[src/rtl/dms_pkg.sv]
package dms_pkg;

  typedef enum logic {
    ARM_WAIT  = 1'b0,
    ARM_READY = 1'b1
  } arm_e;

  function automatic logic pick_serial(input logic sel, input logic d_lo, input logic d_hi);
    return sel ? d_hi : d_lo;
  endfunction

endpackage

[src/rtl/dms_rst_sync.sv]
module dms_rst_sync #(
  parameter int SYNC_STAGES = 2
) (
  input  logic clk_i,
  input  logic rst_ni,
  output logic rst_sync_no
);

  logic [SYNC_STAGES-1:0] chain_q;
  logic [SYNC_STAGES-1:0] chain_d;

  always_comb begin
    chain_d = {chain_q[SYNC_STAGES-2:0], 1'b1};
  end

  always_ff @(posedge clk_i or negedge rst_ni) begin
    if (!rst_ni) begin
      chain_q <= '0;
    end else begin
      chain_q <= chain_d;
    end
  end

  assign rst_sync_no = chain_q[SYNC_STAGES-1];

endmodule

[src/rtl/dms_edge_det.sv]
module dms_edge_det (
  input  logic clk_i,
  input  logic rst_ni,
  input  logic com_raw_i,
  input  logic com_q_i,
  input  logic sep_raw_i,
  output logic shift_en_o
);
  import dms_pkg::*;

  logic sep_q, sep_d;
  logic prev_q, prev_d;
  arm_e arm_q, arm_d;
  logic or_now;

  always_comb begin
    or_now = com_q_i | sep_q;
    sep_d  = sep_raw_i;
    arm_d  = ARM_READY;
    // Before arming, load the history with the level being sampled so that
    // a clock already high at reset release never looks like a rise.
    if (arm_q == ARM_READY) begin
      prev_d = or_now;
    end else begin
      prev_d = com_raw_i | sep_raw_i;
    end
    shift_en_o = (arm_q == ARM_READY) && or_now && !prev_q;
  end

  always_ff @(posedge clk_i or negedge rst_ni) begin
    if (!rst_ni) begin
      sep_q  <= 1'b0;
      prev_q <= 1'b0;
      arm_q  <= ARM_WAIT;
    end else begin
      sep_q  <= sep_d;
      prev_q <= prev_d;
      arm_q  <= arm_d;
    end
  end

endmodule

[src/rtl/dms_shift_lane.sv]
module dms_shift_lane #(
  parameter int STAGES = 8
) (
  input  logic clk_i,
  input  logic rst_ni,
  input  logic shift_en_i,
  input  logic sel_q_i,
  input  logic d0_i,
  input  logic d1_i,
  output logic last_o,
  output logic pre_last_o
);
  import dms_pkg::*;

  localparam int LastIdx = STAGES - 1;

  logic [STAGES-1:0] stage_q, stage_d;
  logic d0_q, d0_d;
  logic d1_q, d1_d;
  logic serial_bit;

  always_comb begin
    d0_d       = d0_i;
    d1_d       = d1_i;
    serial_bit = pick_serial(sel_q_i, d0_q, d1_q);
    stage_d    = stage_q;
    if (shift_en_i) begin
      stage_d = {stage_q[STAGES-2:0], serial_bit};
    end
  end

  always_ff @(posedge clk_i or negedge rst_ni) begin
    if (!rst_ni) begin
      d0_q    <= 1'b0;
      d1_q    <= 1'b0;
      stage_q <= '0;
    end else begin
      d0_q    <= d0_d;
      d1_q    <= d1_d;
      stage_q <= stage_d;
    end
  end

  assign last_o     = stage_q[LastIdx];
  assign pre_last_o = stage_q[LastIdx-1];

endmodule

[src/rtl/dual_mux_shifter.sv]
module dual_mux_shifter #(
  parameter int NUM_LANES   = 2,
  parameter int STAGES      = 8,
  parameter int SYNC_STAGES = 2
) (
  input  logic                 clk_i,
  input  logic                 rst_ni,
  input  logic                 clk_com_i,
  input  logic [NUM_LANES-1:0] clk_sep_i,
  input  logic                 sel_i,
  input  logic [NUM_LANES-1:0] d0_i,
  input  logic [NUM_LANES-1:0] d1_i,
  output logic [NUM_LANES-1:0] q_o,
  output logic [NUM_LANES-1:0] qn_o
);

  logic                 rst_sync_n;
  logic                 com_q, com_d;
  logic                 sel_q, sel_d;
  logic [NUM_LANES-1:0] shift_en;
  logic [NUM_LANES-1:0] last;
  logic [NUM_LANES-1:0] pre_last;

  dms_rst_sync #(
    .SYNC_STAGES(SYNC_STAGES)
  ) u_rst_sync (
    .clk_i      (clk_i),
    .rst_ni     (rst_ni),
    .rst_sync_no(rst_sync_n)
  );

  always_comb begin
    com_d = clk_com_i;
    sel_d = sel_i;
  end

  always_ff @(posedge clk_i or negedge rst_sync_n) begin
    if (!rst_sync_n) begin
      com_q <= 1'b0;
      sel_q <= 1'b0;
    end else begin
      com_q <= com_d;
      sel_q <= sel_d;
    end
  end

  for (genvar g = 0; g < NUM_LANES; g++) begin : g_lane
    dms_edge_det u_edge (
      .clk_i     (clk_i),
      .rst_ni    (rst_sync_n),
      .com_raw_i (clk_com_i),
      .com_q_i   (com_q),
      .sep_raw_i (clk_sep_i[g]),
      .shift_en_o(shift_en[g])
    );

    dms_shift_lane #(
      .STAGES(STAGES)
    ) u_lane (
      .clk_i     (clk_i),
      .rst_ni    (rst_sync_n),
      .shift_en_i(shift_en[g]),
      .sel_q_i   (sel_q),
      .d0_i      (d0_i[g]),
      .d1_i      (d1_i[g]),
      .last_o    (last[g]),
      .pre_last_o(pre_last[g])
    );

    assign q_o[g]  = last[g];
    assign qn_o[g] = ~last[g];
  end

endmodule

[config.mk]
export PLATFORM = sky130hd
export DESIGN_NAME = dual_mux_shifter
export DESIGN_NICKNAME = d
export VERILOG_FILES = /design/src/rtl/dms_pkg.sv /design/src/rtl/dms_rst_sync.sv /design/src/rtl/dms_edge_det.sv /design/src/rtl/dms_shift_lane.sv /design/src/rtl/dual_mux_shifter.sv
export SDC_FILE = /design/constraint.sdc
export NUM_CORES = 1
export LEC_CHECK = 0
export BUFFER_PORTS_ARGS = -buffer_cell sky130_fd_sc_hd__buf_2
export CORE_MARGIN = 4
export CORE_UTILIZATION = 48
export CTS_CLUSTER_SIZE = 25
export DETAILED_ROUTE_END_ITERATION = 7
export GPL_TIMING_DRIVEN = 0
export PLACE_DENSITY = 0.76
export SKIP_LAST_GASP = 1
export SYNTH_ARGS = -nofsm -noshare
export SYNTH_HDL_FRONTEND = slang
export SYNTH_SLANG_ARGS = --single-unit
[constraint.sdc]
create_clock -name clk_i -period 1 [get_ports clk_i]
set_clock_uncertainty 0.15 [all_clocks]
set_input_delay 0.15 -clock clk_i [delete_from_list [all_inputs] [get_ports clk_i]]
set_output_delay 0.15 -clock clk_i [all_outputs]
set_load 0.01 [all_outputs]
==> flow_summary.toml, run 1 <==
[drt]
num_vias = 565
routedWlPerCell_um = 12.4
post_drt_via_cell_ratio = 4.63
firstDrtPassIters = 1
drc = 0
ant_nets = 0
drt-initial-drc-count = 0
routed_wirelength_um = 1520

[finish]
fillerInstances = 133
layout_commonest_cell = "dfrtp_1"
nNetsFinal = 104
drive_gt1_frac = 0.505
syn_to_final_growth_pct = 36.4
multiInputGateArea_um2 = 290
layout.area.seq_um2 = 727
fin_util = 0.702
final_cell_mix = "28 x dfrtp_1, 16 x mux2_2, 10 x dlygate4sd3_1"
post-route-cell-area_mm2 = 0.00139
antenna_cells = 0

[critical_path]
worstPathRequired_ns = 1.05
reg2reg_to = "g_lane[1].u_lane.stage_q[0]$_DFFE_PN0P_"
cp.arrival_ns = 1.45
critPathKind = "flop to flop"
path_cells = "nor3b_4 > buf_12 > mux2_2"
end_kind = "flop"
r2r_start = "g_lane[1].u_edge.prev_q$_DFF_PN0_"
worst_r2r_path_depth = 3
critPathMaxFanout = 8
r2r_slack_ns = -0.41
cp_slowest_stage_delay_ns = 0.41
start_kind = "flop"
crit_slowest_cell = "dfrtp_1"

[pwr]
power.share.switching = 0.209
p_switching_uw = 621
powerDensity_mw_per_mm2 = 2130
p_comb_frac = 0.149
total_power_mw = 2.97
intPower_mw = 2.35
peakVddDrop_v = 0.00169
p_seq_frac = 0.530
leakagePower_nw = 0.640
p_clk_frac = 0.321

[clock_tree]
cts.clk_slew.worst_paths_ns = 0.09
clk_latency_ns = 0.31
cts_tree = "yes"
clock_tree.buffer_depth = 2
cts_buffers = 5
cts.sinks = 29
cts_root_buf = "clkbuf_4"
h-tree-depth = 2

[timing]
worst_pin_slew_ns = 0.555
slew_headroom = 0.630
drv_slew = 0
hold_viol = 0
setup_violations = 21
final.min_clock_period_ns = 1.41
fin_worst_hold_slack_ns = 0.113
fmax_ghz = 0.712
rsz0062_at_grt = "yes"
setup_ws_ns = -0.405
fin_crit_sh = 1.41

[place]
routabilityCongestion = 0.639
place_area_mm2 = 0.00112
placement.io_buffers = 13
dp.final_hpwl_um = 946

[logic_synthesis]
synth_warnings = 0
ys_seq_area_frac = 0.712
ys_seq_elements = 29
synthesis.area_mm2 = 0.00102
synthTopCellsByArea = "dfrtp_1 71%, mux2_2 20%, nor3b_4 3.7%"
post-synth-top-area-cell = "dfrtp_1"
avgSynthCellArea_um2 = 17.0
yosysUniqueCellTypes = 9
syn_inst = 60
synth_top_area_frac = 0.712

[global_routing]
grt_max_degree = 28
antenna_found_initial = 0
grt_pass1_vias = 585
grt_usage = 0.133
grt_pass1_wl_um = 2500
overflow = 0

[floorplanning]
start_util = 0.515
die-area_mm2 = 0.00293
die_height_um = 54.1
num_io_pins = 14
core_mm2 = 0.00198
die_width_um = 54.1
rows = 16

[job]
drv_cap = 0

[hold_path]
hold_path.class = "flop to asynchronous set/reset pin"

[run_status]
status = "complete, but fails checks"
violations = "setup timing"
[cells by family after synthesis]
kind of cell / synth area share
AO/OA/AOI/OAI: 0.00982
multiplexers: 0.199
flip-flops: 0.712
buffers and inverters: 0.0221
AND/OR/NAND/NOR: 0.0540
other: 0.00368
[worst max path at each step]
stage                                      startpoint                                       to  cells after the start
floorplan            g_lane[1].u_edge.arm_q$_DFF_PN0_  g_lane[1].u_lane.stage_q[0]$_DFFE_PN0P_                      2
global placement     g_lane[1].u_edge.arm_q$_DFF_PN0_  g_lane[1].u_lane.stage_q[1]$_DFFE_PN0P_                      2
detailed placement   g_lane[1].u_edge.arm_q$_DFF_PN0_  g_lane[1].u_lane.stage_q[0]$_DFFE_PN0P_                      2
CTS                                   com_q$_DFF_PN0_  g_lane[0].u_lane.stage_q[3]$_DFFE_PN0P_                      4
global route                          com_q$_DFF_PN0_  g_lane[0].u_lane.stage_q[1]$_DFFE_PN0P_                      4
finish              g_lane[1].u_edge.prev_q$_DFF_PN0_  g_lane[1].u_lane.stage_q[0]$_DFFE_PN0P_                      3
[sequential cells by signal, summed over array words and instances, names as in the netlist]
name	cells
g_lane.u_edge.prev_q	2
g_lane.u_edge.arm_q	1
com_q	1
sel_q	1
g_lane.u_lane.d0_q	2
u_rst_sync.chain_q	2
g_lane.u_edge.sep_q	2
g_lane.u_lane.d1_q	2
g_lane.u_lane.stage_q	16
[what timing repair did]
action,4_1_cts,5_1_grt
gates resized for setup,7,3
endpoints found under the hold margin,12,0
pin swaps,0,1
hold buffers,10,0
setup endpoints to repair,20,22
buffers inserted,4,1
[per-layer routing]
layer	global-route usage	wire length, um
met1	0.133	573
met4	0.0871	26
met2	0.224	816
met3	0.0582	101
met5	0	0
[metrics by stage]
step           setup WS, ns  cells  setup TNS [ns]
3_3_place_gp         -0.491    101           -7.77
2_1_floorplan        -0.382     61           -6.11
3_5_place_dp         -0.528    101           -8.19
4_1_cts              -0.388    123           -6.89
6_report             -0.405    122           -6.97
5_1_grt              -0.467    122           -8.40
[power by group through the flow]
| stage | registers [mW] | logic [mW] | clock network, mW |
|---|---|---|---|
| floorplan | 1.55 | 0.278 | 0 |
| finish | 1.57 | 0.442 | 0.953 |
| detailed placement | 1.60 | 0.345 | 0 |
| global placement | 1.58 | 0.329 | 0 |
| global route | 1.62 | 0.482 | 1.05 |
| CTS | 1.58 | 0.435 | 0.983 |
[layout make-up]
class | count | area share
Sequential cell | 29 | 0.522
Inverter | 2 | 0.00540
Timing Repair Buffer | 26 | 0.162
Tap cell | 27 | 0.0243
Buffer | 2 | 0.0162
Clock buffer | 7 | 0.0396
Clock inverter | 1 | 0.0216
Multi-Input combinational cell | 28 | 0.209
[cells in the mapped netlist (all sizes together)]
cell    n
a21oi   2
buf     2
conb    1
dfrtp  29
inv     2
mux2   18
nor2    2
nor3    2
nor3b   2
[worst max-delay path: cells and delay by family (launching register included)]
family | cells | cell delay [ns]
simple gates | 1 | 0.24
mux | 1 | 0.33
flops | 1 | 0.41
buf+inv | 1 | 0.15
(Power assumes the default switching activity.)
==> run 2: changes to the inputs <==
- RECOVER_POWER: default -> 100
==> flow_summary.toml, run 2 (same netlist as run 1, synthesis figures left out) <==
[drt]
routed_wirelength_um = 1520
route.met3.wl_um = 101
post_drt_via_cell_ratio = 4.63
drt-initial-drc-count = 0
drc = 0
top_layer = "met4"
wl_met2_um = 820
firstDrtPassIters = 1
num_vias = 565
wirelength_met1_um = 570
ant_nets = 0
routedWlPerCell_um = 12.4

[timing]
fin_crit_sh = 1.41
drv_slew = 0
fmax_ghz = 0.712
final.min_clock_period_ns = 1.41
worst_pin_slew_ns = 0.555
setup_ws_ns = -0.405
setup_violations = 21
slew_headroom = 0.630
rsz0062_at_grt = "yes"
hold_viol = 0

[place]
place_area_mm2 = 0.00112
routabilityCongestion = 0.639
dp_cells = 101
dp.final_hpwl_um = 946
placement.io_buffers = 13

[floorplanning]
die_height_um = 54.1
die-area_mm2 = 0.00293
rows = 16
start_util = 0.515
core_mm2 = 0.00198
num_io_pins = 14
die_width_um = 54.1

[critical_path]
critPathMaxFanout = 8
critPathKind = "flop to flop"
worstPathRequired_ns = 1.05
start_kind = "flop"
end_kind = "flop"
cp.arrival_ns = 1.45

[pwr]
peakVddDrop_v = 0.00169
powerDensity_mw_per_mm2 = 2140
leakagePower_nw = 0.637

[finish]
nNetsFinal = 104
final_cell_mix = "28 x dfrtp_1, 16 x mux2_2, 10 x dlygate4sd3_1"
largest_reg_flops = 16
drive_gt1_frac = 0.495
multiInputGateArea_um2 = 290
post-route-cell-area_mm2 = 0.00139
largest-register = "g_lane.u_lane.stage_q"
antenna_cells = 0
layout.area.seq_um2 = 727
fillerInstances = 135
syn_to_final_growth_pct = 36.1
layout_commonest_cell = "dfrtp_1"
final_cells = 122

[clock_tree]
cts_tree = "yes"
clock_tree.buffer_depth = 2
cts.clk_slew.worst_paths_ns = 0.09
cts_root_buf = "clkbuf_4"
cts_buffers = 5
cts.sinks = 29
clk_latency_ns = 0.31
h-tree-depth = 2

[global_routing]
grt_max_degree = 28
grt_pass1_vias = 585
grt_usage = 0.133
overflow = 0
antenna_found_initial = 0
grt_pass1_wl_um = 2500

[hold_path]
hold_path.class = "flop to asynchronous set/reset pin"

[run_status]
violations = "setup timing"
status = "complete, but fails checks"

[job]
drv_cap = 0
## run 2: area by class of cell
cell class              instances  share of cell area
well taps                      27              0.0243
multi-input cells              28               0.209
plain buffers                   2              0.0162
clock inverters                 1              0.0216
clock buffers                   7              0.0397
inverters                       2             0.00541
flip-flops and latches         29               0.524
repair buffers                 26               0.160
## run 2: per-stage QoR
stage	setup TNS (ns)	setup WS (ns)	power, mW	hold slack [ns]	util
finish	-6.96	-0.405	2.97	0.113	0.700
global route	-8.41	-0.467	3.14	0.174	0.700
CTS	-6.89	-0.388	3.00	0.141	0.697
detailed placement	-8.19	-0.528	1.95	-0.214	0.567
global placement	-7.77	-0.491	1.91	-0.216	0.567
floorplan	-6.11	-0.382	1.83	-0.296	-
## run 2: metal layers
| layer | vias up | global-route usage |
|---|---|---|
| met5 | - | 0 |
| met4 | 0 | 0.0871 |
| met3 | 4 | 0.0582 |
| met2 | 19 | 0.224 |
| met1 | 271 | 0.133 |
| li1 | 271 | - |
## run 2: worst paths after layout
path,cells past startpoint,end,startpoint,slack (ns)
setup / recovery,3,g_lane[1].u_lane.stage_q[0]$_DFFE_PN0P_,g_lane[1].u_edge.prev_q$_DFF_PN0_,-0.41
hold / removal,0,g_lane[1].u_lane.stage_q[1]$_DFFE_PN0P_,u_rst_sync.chain_q[1]$_DFF_PN0_,0.11
hold reg to reg,0,g_lane[1].u_lane.stage_q[1]$_DFFE_PN0P_,u_rst_sync.chain_q[1]$_DFF_PN0_,0.11
setup reg to reg,3,g_lane[1].u_lane.stage_q[0]$_DFFE_PN0P_,g_lane[1].u_edge.prev_q$_DFF_PN0_,-0.41
min in group clk_i,0,u_rst_sync.chain_q[1]$_DFF_PN0_,u_rst_sync.chain_q[0]$_DFF_PN0_,0.22
max in group asynchronous,3,u_rst_sync.chain_q[1]$_DFF_PN0_,rst_ni,0.04
## run 2: critical path, stage by stage, from the launching register on
cell and delay, ns:
dfrtp_1 0.41, nor3b_4 0.24, buf_12 0.15, mux2_2 0.33
## run 2: power by group
group,leakage [nW],switching [mW],internal [mW]
clock,0.0455,0.356,0.597
sequential,0.354,0.144,1.43
combinational,0.238,0.121,0.319
total,0.637,0.621,2.35
## run 2: what timing repair did
action | 4_1_cts | 5_1_grt
hold buffers | 10 | 0
endpoints found under the setup margin | 20 | 22
endpoints found under the hold margin | 12 | 0
pin swaps | 0 | 1
setup buffers | 4 | 1
resized for setup | 7 | 3
==> run 3: changes to the inputs <==
- GPL_TIMING_DRIVEN: 0 -> default
==> flow_summary.toml, run 3 (same netlist as run 1, synthesis figures left out) <==
[finish]
fillerInstances = 142
nNetsFinal = 108
largest_reg_flops = 16
final_cells = 126
largest-register = "g_lane.u_lane.stage_q"
syn_to_final_growth_pct = 33.9
antenna_cells = 0
final_cell_mix = "28 x dfrtp_1, 18 x mux2_2, 10 x dlygate4sd3_1, 10 x buf_2, 6 x clkbuf_4"
layout_commonest_cell = "dfrtp_1"
drive_gt1_frac = 0.485
fin_util = 0.689

[drt]
drc = 0
num_vias = 572
ant_nets = 0
post_drt_via_cell_ratio = 4.54
routed_wirelength_um = 1350
firstDrtPassIters = 3
routedWlPerCell_um = 10.7
drt-initial-drc-count = 2

[timing]
setup_violations = 22
fmax_ghz = 0.712
drv_slew = 0
rsz0062_at_grt = "yes"
final.min_clock_period_ns = 1.40
setup_ws_ns = -0.404
hold_viol = 0
fin_crit_sh = 1.40

[place]
placement.io_buffers = 13
dpl_worst_slack_ns = -0.410
dp.final_hpwl_um = 922
dp_cells = 106
routabilityCongestion = 0.734

[global_routing]
grt_pass1_wl_um = 2290
antenna_found_initial = 0
grt_pass1_vias = 559
grt_usage = 0.123
overflow = 0
grt_max_degree = 28

[critical_path]
reg2reg_to = "g_lane[1].u_lane.stage_q[3]$_DFFE_PN0P_"
start_kind = "flop"
r2r_slack_ns = -0.40
cp.arrival_ns = 1.45
critPathKind = "flop to flop"
r2r_start = "g_lane[1].u_edge.arm_q$_DFF_PN0_"
critPathMaxFanout = 8
crit_slowest_cell = "dfrtp_1"
cp_slowest_stage_delay_ns = 0.42
path_cells = "nor3b_4 > buf_12 > mux2_2"
end_kind = "flop"
worst_r2r_path_depth = 3
cpLargestDelayFamily = "flip-flops"
worstPathRequired_ns = 1.05
cp_num_buf_inv = 1

[pwr]
p_comb_frac = 0.154
peakVddDrop_v = 0.00124
p_seq_frac = 0.582
powerDensity_mw_per_mm2 = 1940
total_power_mw = 2.65
p_switching_uw = 600
leakagePower_nw = 0.630
power.share.switching = 0.226
intPower_mw = 2.05
p_clk_frac = 0.264

[floorplanning]
die-area_mm2 = 0.00293
start_util = 0.515
core_mm2 = 0.00198
num_io_pins = 14
die_width_um = 54.1
rows = 16
die_height_um = 54.1

[job]
drv_cap = 0

[clock_tree]
cts_root_buf = "clkbuf_4"
clock_tree.buffer_depth = 2
clk_latency_ns = 0.31
h-tree-depth = 2
cts_buffers = 5
cts.sinks = 29
cts.clk_slew.worst_paths_ns = 0.08
cts_tree = "yes"

[run_status]
violations = "setup timing"
status = "complete, but fails checks"

[hold_path]
hold_path.class = "flop to asynchronous set/reset pin"
run 3: cell types whose count changed in the layout (fill, tap and decap cells not counted), sizes merged:
cell    delta
buf        +2
clkbuf     +3
bufinv     -1
run 3: what timing repair did:
action | CTS | global route
pin swaps | 1 | 2
endpoints found under the setup margin | 22 | 22
resized for setup | 3 | 2
hold buffers | 10 | 0
setup buffers | 2 | 2
endpoints found under the hold margin | 12 | 0
run 3: worst max-delay path by stage:
stage                                                start                                      end  slack, ns  cells past startpoint
after floorplan           g_lane[1].u_edge.arm_q$_DFF_PN0_  g_lane[1].u_lane.stage_q[0]$_DFFE_PN0P_      -0.38                      2
final                     g_lane[1].u_edge.arm_q$_DFF_PN0_  g_lane[1].u_lane.stage_q[3]$_DFFE_PN0P_      -0.40                      3
after CTS                                  com_q$_DFF_PN0_  g_lane[1].u_lane.stage_q[3]$_DFFE_PN0P_      -0.40                      4
after global routing      g_lane[1].u_edge.arm_q$_DFF_PN0_  g_lane[1].u_lane.stage_q[6]$_DFFE_PN0P_      -0.45                      3
after detailed placement  g_lane[1].u_edge.arm_q$_DFF_PN0_  g_lane[1].u_lane.stage_q[3]$_DFFE_PN0P_      -0.41                      3
after global placement    g_lane[1].u_edge.arm_q$_DFF_PN0_  g_lane[1].u_lane.stage_q[4]$_DFFE_PN0P_      -0.36                      3
run 3: stage by stage:
step / cell area, um^2 / hold slack (ns) / TNS, ns
after CTS: 1370 / 0.0613 / -7.07
after global placement: 1190 / -0.214 / -5.69
after detailed placement: 1190 / -0.211 / -6.22
after floorplan: 1020 / -0.296 / -6.11
final: 1370 / 0.123 / -7.02
after global routing: 1370 / 0.175 / -8.16
run 3: cell type report:
class	count	area (um^2)	area share
multi-input combinational	28	285	0.209
sequential	29	727	0.533
inverter	2	7.51	0.00550
tap	27	33.8	0.0247
clock buffer	8	58.8	0.0431
timing repair buffer	32	253	0.185
run 3: power groups by stage:
stage               sequential (mW)  combinational [mW]  clock, mW
floorplan                      1.55               0.278          0
global placement               1.56               0.365          0
detailed placement             1.58               0.383          0
CTS                            1.55               0.421      0.712
global route                   1.58               0.456      0.785
finish                         1.54               0.409      0.701
run 3: layer usage:
| layer | up-vias | GRT usage | share of wire |
|---|---|---|---|
| met5 | - | 0 | 0 |
| li1 | 274 | - | - |
| met4 | 0 | 0.0871 | 0.030 |
| met3 | 6 | 0.0831 | 0.091 |
| met2 | 18 | 0.177 | 0.46 |
| met1 | 274 | 0.128 | 0.42 |
run 3: worst register-to-register path, stage by stage (launching register included):
cell and delay [ns]:
dfrtp_1 0.42, nor3b_4 0.25, buf_12 0.15, mux2_2 0.33
